**config.mk**
```make
export PLATFORM = sky130hd
export DESIGN_NAME = dual_cell_pulse_gen
export DESIGN_NICKNAME = d
export VERILOG_FILES = /design/src/rtl/dcpg_pkg.sv /design/src/rtl/dcpg_tick_cnt.sv /design/src/rtl/dcpg_slot_gate.sv /design/src/rtl/dual_cell_pulse_gen.sv
export SDC_FILE = /design/constraint.sdc
export NUM_CORES = 1
export LEC_CHECK = 0
export BUFFER_PORTS_ARGS = -buffer_cell sky130_fd_sc_hd__buf_4
export CAP_MARGIN = 20
export CORE_MARGIN = 8
export CORE_UTILIZATION = 40
export CTS_CLUSTER_DIAMETER = 200
export DETAILED_ROUTE_END_ITERATION = 6
export HOLD_SLACK_MARGIN = 0.03
export SLEW_MARGIN = 5
export SYNTH_ARGS = -nofsm -noshare
export SYNTH_HDL_FRONTEND = slang
export SYNTH_SLANG_ARGS = --single-unit
```
**constraint.sdc**
```tcl
create_clock -name clk -period 4.6 [get_ports clk]
set_clock_uncertainty 0.05 [all_clocks]
set_input_delay 0.69 -clock clk [delete_from_list [all_inputs] [get_ports clk]]
set_output_delay 0.69 -clock clk [all_outputs]
set_load 0.005 [all_outputs]
```
**src/rtl/dcpg_pkg.sv**
```systemverilog
package dcpg_pkg;
  localparam int CNT_W = 6;
  localparam int WIN_W = CNT_W - 1;
  localparam logic [WIN_W-1:0] WIN_LAST = '1;

  typedef enum logic [1:0] {TOPO_SER1 = 2'd0, TOPO_SER2 = 2'd1, TOPO_PAR = 2'd2} topo_e;
  typedef enum logic [2:0] {PH_OFF = 3'd0, PH_PRE = 3'd1, PH_FAST = 3'd2,
                            PH_TOP = 3'd3, PH_MAINT = 3'd4, PH_FAULT = 3'd5} phase_e;

  function automatic topo_e strap_decode(logic [1:0] s);
    case (s)
      2'b00:   return TOPO_SER1;
      2'b01:   return TOPO_SER2;
      default: return TOPO_PAR;
    endcase
  endfunction

  // window position of the withheld tick for a given frame count
  function automatic logic [WIN_W-1:0] hold_pos(topo_e m, logic [CNT_W-1:0] c);
    if (m == TOPO_PAR && c[CNT_W-1]) return WIN_LAST - 1'b1;
    return WIN_LAST;
  endfunction

  function automatic logic slot_on(topo_e m, logic [2:0] p, logic [CNT_W-1:0] c, logic idx);
    logic [WIN_W-1:0] s;
    logic par;
    s = c[WIN_W-1:0];
    par = (m == TOPO_PAR);
    case (p)
      PH_FAST:
        if (par) return (s[0] == idx) && (s != hold_pos(m, c));
        else     return !idx && (s != WIN_LAST);
      PH_PRE, PH_TOP:
        if (par) return (s[2:0] == {2'b00, idx});
        else     return !idx && (s[1:0] == 2'b00);
      PH_MAINT:
        if (par) return (c == {{(CNT_W-1){1'b0}}, idx});
        else     return !idx && (c == '0);
      default: return 1'b0;
    endcase
  endfunction
endpackage

```
**src/rtl/dcpg_tick_cnt.sv**
```systemverilog
module dcpg_tick_cnt
  import dcpg_pkg::*;
(
  input  logic             clk,
  input  logic             rst_n,
  input  logic             tick,
  output logic [CNT_W-1:0] cnt
);
  always_ff @(posedge clk) begin
    if (!rst_n)    cnt <= '0;
    else if (tick) cnt <= cnt + 1'b1;
  end


  cnt_step_chk: assert property (@(posedge clk) disable iff (!rst_n)
    !tick |=> $stable(cnt));
endmodule

```
**src/rtl/dcpg_slot_gate.sv**
```systemverilog
module dcpg_slot_gate
  import dcpg_pkg::*;
#(
  parameter logic IDX = 1'b0
) (
  input  logic             clk,
  input  logic             rst_n,
  input  logic             en,
  input  topo_e            topo,
  input  logic [2:0]       phase,
  input  logic [CNT_W-1:0] cnt,
  output logic             gate_n
);
  logic want_on;
  assign want_on = en && slot_on(topo, phase, cnt, IDX);

  always_ff @(posedge clk) begin
    if (!rst_n) gate_n <= 1'b1;
    else        gate_n <= !want_on;
  end


  idle_phase_chk: assert property (@(posedge clk) disable iff (!rst_n)
    (!en || phase == PH_OFF || phase >= PH_FAULT) |=> gate_n);
endmodule

```
**src/rtl/dual_cell_pulse_gen.sv**
```systemverilog
module dual_cell_pulse_gen
  import dcpg_pkg::*;
(
  input  logic       clk,
  input  logic       rst_n,
  input  logic       tick,
  input  logic [1:0] strap,
  input  logic [2:0] phase_a,
  input  logic [2:0] phase_b,
  input  logic       suspend,
  output logic [1:0] gate_n,
  output logic       meas_on,
  output logic       meas_off,
  output logic [1:0] mode_o
);
  logic [CNT_W-1:0] cnt;
  topo_e            topo_q;
  logic             topo_ok;
  logic             slot_en;
  logic [2:0]       ph [2];
  logic [WIN_W-1:0] hold_s;

  assign ph[0]   = phase_a;
  assign ph[1]   = phase_b;
  assign slot_en = topo_ok && !suspend;
  assign mode_o  = topo_q;
  assign hold_s  = hold_pos(topo_q, cnt);

  always_ff @(posedge clk) begin
    if (!rst_n) begin
      topo_q  <= TOPO_SER1;
      topo_ok <= 1'b0;
    end else if (!topo_ok) begin
      topo_q  <= strap_decode(strap);
      topo_ok <= 1'b1;
    end
  end

  dcpg_tick_cnt u_cnt (.clk(clk), .rst_n(rst_n), .tick(tick), .cnt(cnt));

  for (genvar g = 0; g < 2; g++) begin : g_slot
    dcpg_slot_gate #(.IDX(g[0])) u_gate (
      .clk(clk), .rst_n(rst_n), .en(slot_en), .topo(topo_q),
      .phase(ph[g]), .cnt(cnt), .gate_n(gate_n[g])
    );
  end

  always_ff @(posedge clk) begin
    if (!rst_n) begin
      meas_on  <= 1'b0;
      meas_off <= 1'b0;
    end else begin
      meas_off <= topo_ok && (cnt[WIN_W-1:0] == hold_s);
      meas_on  <= topo_ok && (cnt[WIN_W-1:0] == hold_s - 1'b1);
    end
  end


  no_overlap_chk: assert property (@(posedge clk) disable iff (!rst_n)
    gate_n != 2'b00);

  series_b_idle_chk: assert property (@(posedge clk) disable iff (!rst_n)
    (topo_q != TOPO_PAR) |=> gate_n[1]);

  hold_gates_chk: assert property (@(posedge clk) disable iff (!rst_n)
    meas_off |-> (gate_n == 2'b11));

  on_before_off_chk: assert property (@(posedge clk) disable iff (!rst_n)
    (meas_off && !$past(meas_off)) |-> $past(meas_on));

  mode_hold_chk: assert property (@(posedge clk) disable iff (!rst_n)
    $past(topo_ok) |-> $stable(topo_q));

  suspend_chk: assert property (@(posedge clk) disable iff (!rst_n)
    suspend |=> (gate_n == 2'b11));
endmodule

```
==> results_dict.tcl, run 1 <==
set metrics [dict create \
    outcome "finished clean" \
    worstMarginPinSlew_ps 317 \
    crit_required_ps 4710 \
    clk_latency_ps 270 \
    synth.distinct_cells 31 \
    num_vias 576 \
    slowest_delay_ps 410 \
    postRouteAntennaNets 0 \
    reg2regPathDepth 6 \
    hold_depth 2 \
    n_antenna_cell 0 \
    drt-initial-drc-count 17 \
    cp_max_fo 9 \
    cp_cell_sequence "ha_1, and3_1, ha_1, mux2i_1, o2111ai_1, a2111o_1" \
    synth-seq-cells 13 \
    drc 0 \
    syn_avg_cell_area_sq_um 9.27 \
    drive_gt1_frac 0.245 \
    nets 111 \
    worstHoldStart "u_cnt.cnt[5]" \
    place.detailed.instances 115 \
    timing.fmax_mhz 546 \
    initial_utilization 0.423 \
    ff_latch_area_sq_um 260 \
    cts_tree "done" \
    period_share 0.398 \
    die_x_um 58.5 \
    grt_antenna_before_repair 0 \
    viasPerCell 4.84 \
    port_buffers 17 \
    grt_max_degree 11 \
    cts-resized-gates 0 \
    coreArea_sq_um 1710 \
    post-route-min-period_ps 1830 \
    r2r_start "u_cnt.cnt[0]" \
    cts_buffers 3 \
    crit_path_end_kind "flop" \
    final_common_cell "buf_4" \
    wl_mm 1.41 \
    dr.pass1.iters 4 \
    htree_levels 1 \
    p_leak_uw 0.000364 \
    cts.sinks 13 \
    path_class "flop to flop" \
    path_common_cell "ha_1" \
    grt_pass1_wl_mm 2.34 \
    hp-class "flop to flop" \
    max-cap-violations 0 \
    slew-limit-headroom 0.788 \
    wl_per_cell_um 11.8 \
    peakVddDrop_mv 0.142 \
    area_growth_pct 20.6 \
    ys_warn_count 0 \
    fill_cells 170 \
    ctsHoldBuffers 0 \
    die_area_sq_um 3420 \
    ioPinCount 18 \
    multi_input_area_sq_um 419 \
    synthesis.area_sq_um 723 \
    clock_path_buffers 2 \
    clk_pin_slew_ps 80 \
    yosys-top-cells-area "dfxtp_1 36%, mux2i_1 8.3%, ha_1 6.9%, xnor2_1 3.6%, nor2b_1 3.5%" \
    rsz0062_at_grt "false" \
    yosysTopAreaCell "dfxtp_1" \
    yosysTopAreaCellShare 0.360 \
    drv_slew 0 \
    gr-usage-all-layers 0.0863 \
    final_cell_mix "17 x buf_4, 13 x dfxtp_1, 6 x mux2i_1" \
    synthCells 78 \
    cts_setup_buffers 0 \
    cts_root_buffer "clkbuf_4" \
    die_h_um 58.5 \
    final_cell_count_no_fill 119 \
    cp_slowest_cell "dfxtp_1" \
    overflow 0 \
    arrival_ps 1950 \
    grt_pass1_vias 535 \
    syn-num-nets 94 \
    gp_congestion 0.848 \
    detailed_place_hpwl_mm 1.13 \
    setup_viol 0 \
    critPathLaunch "u_cnt.cnt[0]" \
    fp-row-count 15 \
    finalHoldViolCount 0 \
    finalSetupTns_ps 0 \
    power_density_nw_per_um2 256 \
    critical_path.startpoint_type "flop" \
    ys_seq_area_frac 0.360 \
]
[report_power, final]
part           internal [uW]  total (uW)  switching (uW)
clock network           33.6        69.6            35.9
registers                116         122            6.03
logic                   18.6        32.1            13.6
[critical path, delay by kind of cell (launching register included)]
family | cells | cell delay (ps)
flip-flops | 1 | 410
multiplexers | 1 | 120
AO/OA/AOI/OAI | 2 | 540
AND/OR/NAND/NOR | 1 | 180
adder cells (fa/ha/maj) | 2 | 420
[area by class of cell]
class	count	area share
multi-input cells	58	0.481
flip-flops and latches	13	0.298
repair buffers	17	0.146
well taps	25	0.0359
clock buffers	4	0.0301
inverters	2	0.00861
[worst paths after layout]
path | endpoint | slack (ps)
min | u_cnt.cnt[5] | 480
max reg2reg | g_slot[0].u_gate.gate_n | 2770
min reg2reg | u_cnt.cnt[5] | 480
max | g_slot[0].u_gate.gate_n | 2770
[cell families after synthesis]
kind of cell | after synthesis | share of synthesized area
fa+ha+maj | 4 | 0.0692
xor+xnor | 5 | 0.0606
buf+inv | 7 | 0.0606
compound gates | 10 | 0.0865
simple gates | 33 | 0.280
mux | 6 | 0.0830
flops | 13 | 0.360
[per-stage QoR]
| stage | power (uW) | hold slack, ps | util | setup slack (ps) | instance area (sq um) |
|---|---|---|---|---|---|
| after global placement | 157 | 467 | 0.495 | 2810 | 846 |
| final | 224 | 476 | 0.511 | 2770 | 872 |
| after global routing | 237 | 521 | 0.511 | 2640 | 872 |
| after detailed placement | 157 | 471 | 0.495 | 2760 | 846 |
| after floorplan | 144 | 439 | - | 2940 | 723 |
| after CTS | 227 | 485 | 0.511 | 2750 | 872 |
[synthesized netlist by cell type, drive strengths merged]
cell	number
a2111o	1
a21boi	1
a21oi	3
and2	3
and3	1
and3b	1
and4b	1
buf	5
dfxtp	13
ha	4
inv	2
mux2i	6
nand2	2
nand2b	2
nand3	3
nand3b	1
nand4	3
nor2	5
nor2b	5
nor3	4
nor3b	1
o2111ai	1
o21ai	4
or3	1
xnor2	3
xor2	2
[flip-flops by register name (all words and copies together), names as in the netlist]
register,flops
u_cnt.cnt,6
g_slot.u_gate.gate_n,2
mode_o,2
meas_off,1
meas_on,1
topo_ok,1
[routing by layer]
metal / global-route usage / routed length [um] / vias to the layer above
met2: 0.123 / 608 / 16
li1: - / - / 302
met5: 0 / 0 / -
met4: 0.0420 / 12 / 0
met1: 0.105 / 665 / 256
met3: 0.0413 / 124 / 2
Note: power is estimated with default switching activity, not from simulation.
==> run 2, diff against run 1 <==
- ABC_AREA: not set -> 1
- clock period: 4.6 -> 1.9 ns (I/O delays scaled with it)
==> results_dict.tcl, run 2 <==
set metrics [dict create \
    num_vias 669 \
    rsz0062_at_grt "false" \
    htree_levels 1 \
    gr-usage-all-layers 0.102 \
    finalHoldViolCount 0 \
    yosysTopAreaCell "dfxtp_1" \
    critical_path.startpoint_type "flop" \
    synth_top_flop_cell "dfxtp_1" \
    nets 140 \
    cts_root_buffer "clkbuf_4" \
    final_util 0.522 \
    cts.sinks 13 \
    die_area_sq_um 3450 \
    fill_cells 192 \
    cp_cell_sequence "ha_1, inv_1, nor2_1, ha_1, inv_1, nand2_1, nand2_1, nand2_1, nand2_1, nand2_1" \
    gp_congestion 0.822 \
    yosysTopAreaCellShare 0.357 \
    crit_required_ps 2030 \
    grt_pass1_wl_mm 2.70 \
    peakVddDrop_mv 0.326 \
    cts-resized-gates 0 \
    synth_mux_area_frac 0 \
    final_common_cell "nand2_1" \
    outcome "finished clean" \
    synth_compound_area_frac 0.130 \
    syn-num-nets 120 \
    yosys-top-cells-area "dfxtp_1 36%, nand2_1 9.3%, inv_1 8.2%, nor2_1 8.2%, ha_1 6.9%" \
    grt_pass1_vias 649 \
    power_density_nw_per_um2 609 \
    arrival_ps 1470 \
    drive_gt1_frac 0.211 \
    initial_utilization 0.422 \
    synthSimpleGateAreaFrac 0.329 \
    hold_depth 1 \
    pwr-share-comb 0.150 \
    slew-limit-headroom 0.815 \
    async_reset_ff_frac 0 \
    coreArea_sq_um 1730 \
    crit_path_end_kind "flop" \
    setup_viol 0 \
    clk_latency_ps 280 \
    hold_path_end "topo_ok" \
    multi_input_area_sq_um 394 \
    r2r-end "g_slot[0].u_gate.gate_n" \
    overflow 0 \
    fp-row-count 15 \
    cp_max_fo 7 \
    synth.distinct_cells 22 \
    detailed_place_hpwl_mm 1.24 \
    p_seq_frac 0.537 \
    final_cell_mix "18 x nand2_1, 17 x buf_4, 16 x inv_1, 16 x nor2_1, 13 x dfxtp_1" \
    internal_power_uw 399 \
    dp_slack_ps 576 \
    hp-class "input pin to flop" \
    crit_buf_inv 2 \
    largest_reg_flops 6 \
    max-cap-violations 0 \
    n_antenna_cell 0 \
    yosys.cell_count.top_type "nand2_1" \
    path_common_cell "nand2_1" \
    ys_warn_count 0 \
    syn_avg_cell_area_sq_um 7.01 \
    reg2regPathDepth 10 \
    finalSetupTns_ps 0 \
    slowest_delay_ps 380 \
    worstMarginPinSlew_ps 277 \
    area_growth_pct 23.5 \
    ff_latch_area_sq_um 260 \
    synthTopCellsByCount "18 x nand2_1, 16 x inv_1, 16 x nor2_1, 13 x dfxtp_1, 7 x o21ai_0" \
    clock_path_buffers 2 \
    fin_ws_ps 560 \
    synthesis.area_sq_um 729 \
    synthAdderAreaFrac 0.0686 \
    worstHoldStart "rst_n" \
    synthCells 104 \
    ctsHoldBuffers 0 \
    cts_setup_buffers 0 \
    drc 0 \
    synth-edff-count 0 \
    port_buffers 17 \
    top_register "u_cnt.cnt" \
    grt_antenna_before_repair 0 \
    p_switching_uw 149 \
    hold_ws_ps 104 \
    dr.pass1.iters 4 \
    drv_slew 0 \
    timing.fmax_mhz 746 \
    die_h_um 58.7 \
    crit_family "adder cells" \
    cts_tree "done" \
    viasPerCell 4.52 \
    clock_power_share 0.314 \
    r2r_start "u_cnt.cnt[0]" \
    cp_slowest_cell "dfxtp_1" \
    period_share 0.705 \
    p_total_uw 549 \
    synth_top_family_by_area "simple AND/OR/NAND/NOR gates" \
    drt-initial-drc-count 8 \
    post-route-min-period_ps 1340 \
    ys_seq_area_frac 0.357 \
    p_leak_uw 0.000427 \
    grt_max_degree 9 \
    p_sw_frac 0.272 \
    postRouteAntennaNets 0 \
    clk_pin_slew_ps 80 \
    synth-seq-cells 13 \
    regToRegSetupSlack_ps 560 \
    ioPinCount 18 \
    die_x_um 58.7 \
    path_class "flop to flop" \
    wl_per_cell_um 10.2 \
    wl_mm 1.51 \
    synth-xor-area-share 0.0120 \
    cts_buffers 3 \
]
==> run 2: cell types whose count changed after synthesis, moves of 3 or more <==
cell and change:
and2_1 -3, inv_1 +14, mux2i_1 -6, nand2_1 +16, nor2_1 +11, nor2b_1 -4
o21ai_0 +5, xnor2_1 -3
==> run 2: power groups by stage <==
stage / Combinational, uW / Sequential, uW / Clock [uW]
4_1_cts: 83.4 / 294 / 182
2_1_floorplan: 47.9 / 298 / 0
3_5_place_dp: 82.9 / 301 / 0
5_1_grt: 96.7 / 297 / 193
3_3_place_gp: 82.3 / 300 / 0
6_report: 82.2 / 295 / 172
==> run 2: how the worst max path moves through the flow <==
| stage | end | depth (start not counted) | start |
|---|---|---|---|
| global route | g_slot[0].u_gate.gate_n | 10 | u_cnt.cnt[0] |
| CTS | g_slot[0].u_gate.gate_n | 10 | u_cnt.cnt[0] |
| detailed placement | g_slot[0].u_gate.gate_n | 10 | u_cnt.cnt[0] |
| global placement | g_slot[0].u_gate.gate_n | 10 | u_cnt.cnt[0] |
| finish | g_slot[0].u_gate.gate_n | 10 | u_cnt.cnt[0] |
| floorplan | g_slot[0].u_gate.gate_n | 10 | u_cnt.cnt[0] |
==> run 2: cell families after synthesis <==
kind of cell    after synthesis
simple gates                 51
xor+xnor                      1
flops                        13
compound gates               17
fa+ha+maj                     4
buf+inv                      18
==> run 2: layout make-up <==
class	instances	share of cell area
clock buffers	3	0.0250
clock inverters	1	0.00556
inverters	16	0.0667
multi-input cells	73	0.437
flip-flops and latches	13	0.289
well taps	25	0.0347
repair buffers	17	0.142
==> run 2: through the flow <==
stage,cell area [sq um],cells
floorplan,729,104
global placement,873,144
detailed placement,873,144
CTS,901,148
global route,901,148
finish,901,148
==> run 2: layer usage <==
metal	global-route usage	vias to the layer above	routed length, um
met1	0.104	280	720
met5	0	-	0
met4	0.0410	0	10
met2	0.173	14	669
li1	-	373	-
met3	0.0543	2	108
==> run 2: worst register-to-register path, stage by stage, from the launching register on <==
cell,delay (ps)
dfxtp_1,380
ha_1,230
inv_1,70
nor2_1,50
ha_1,170
inv_1,50
nand2_1,40
nand2_1,70
nand2_1,50
nand2_1,50
nand2_1,40
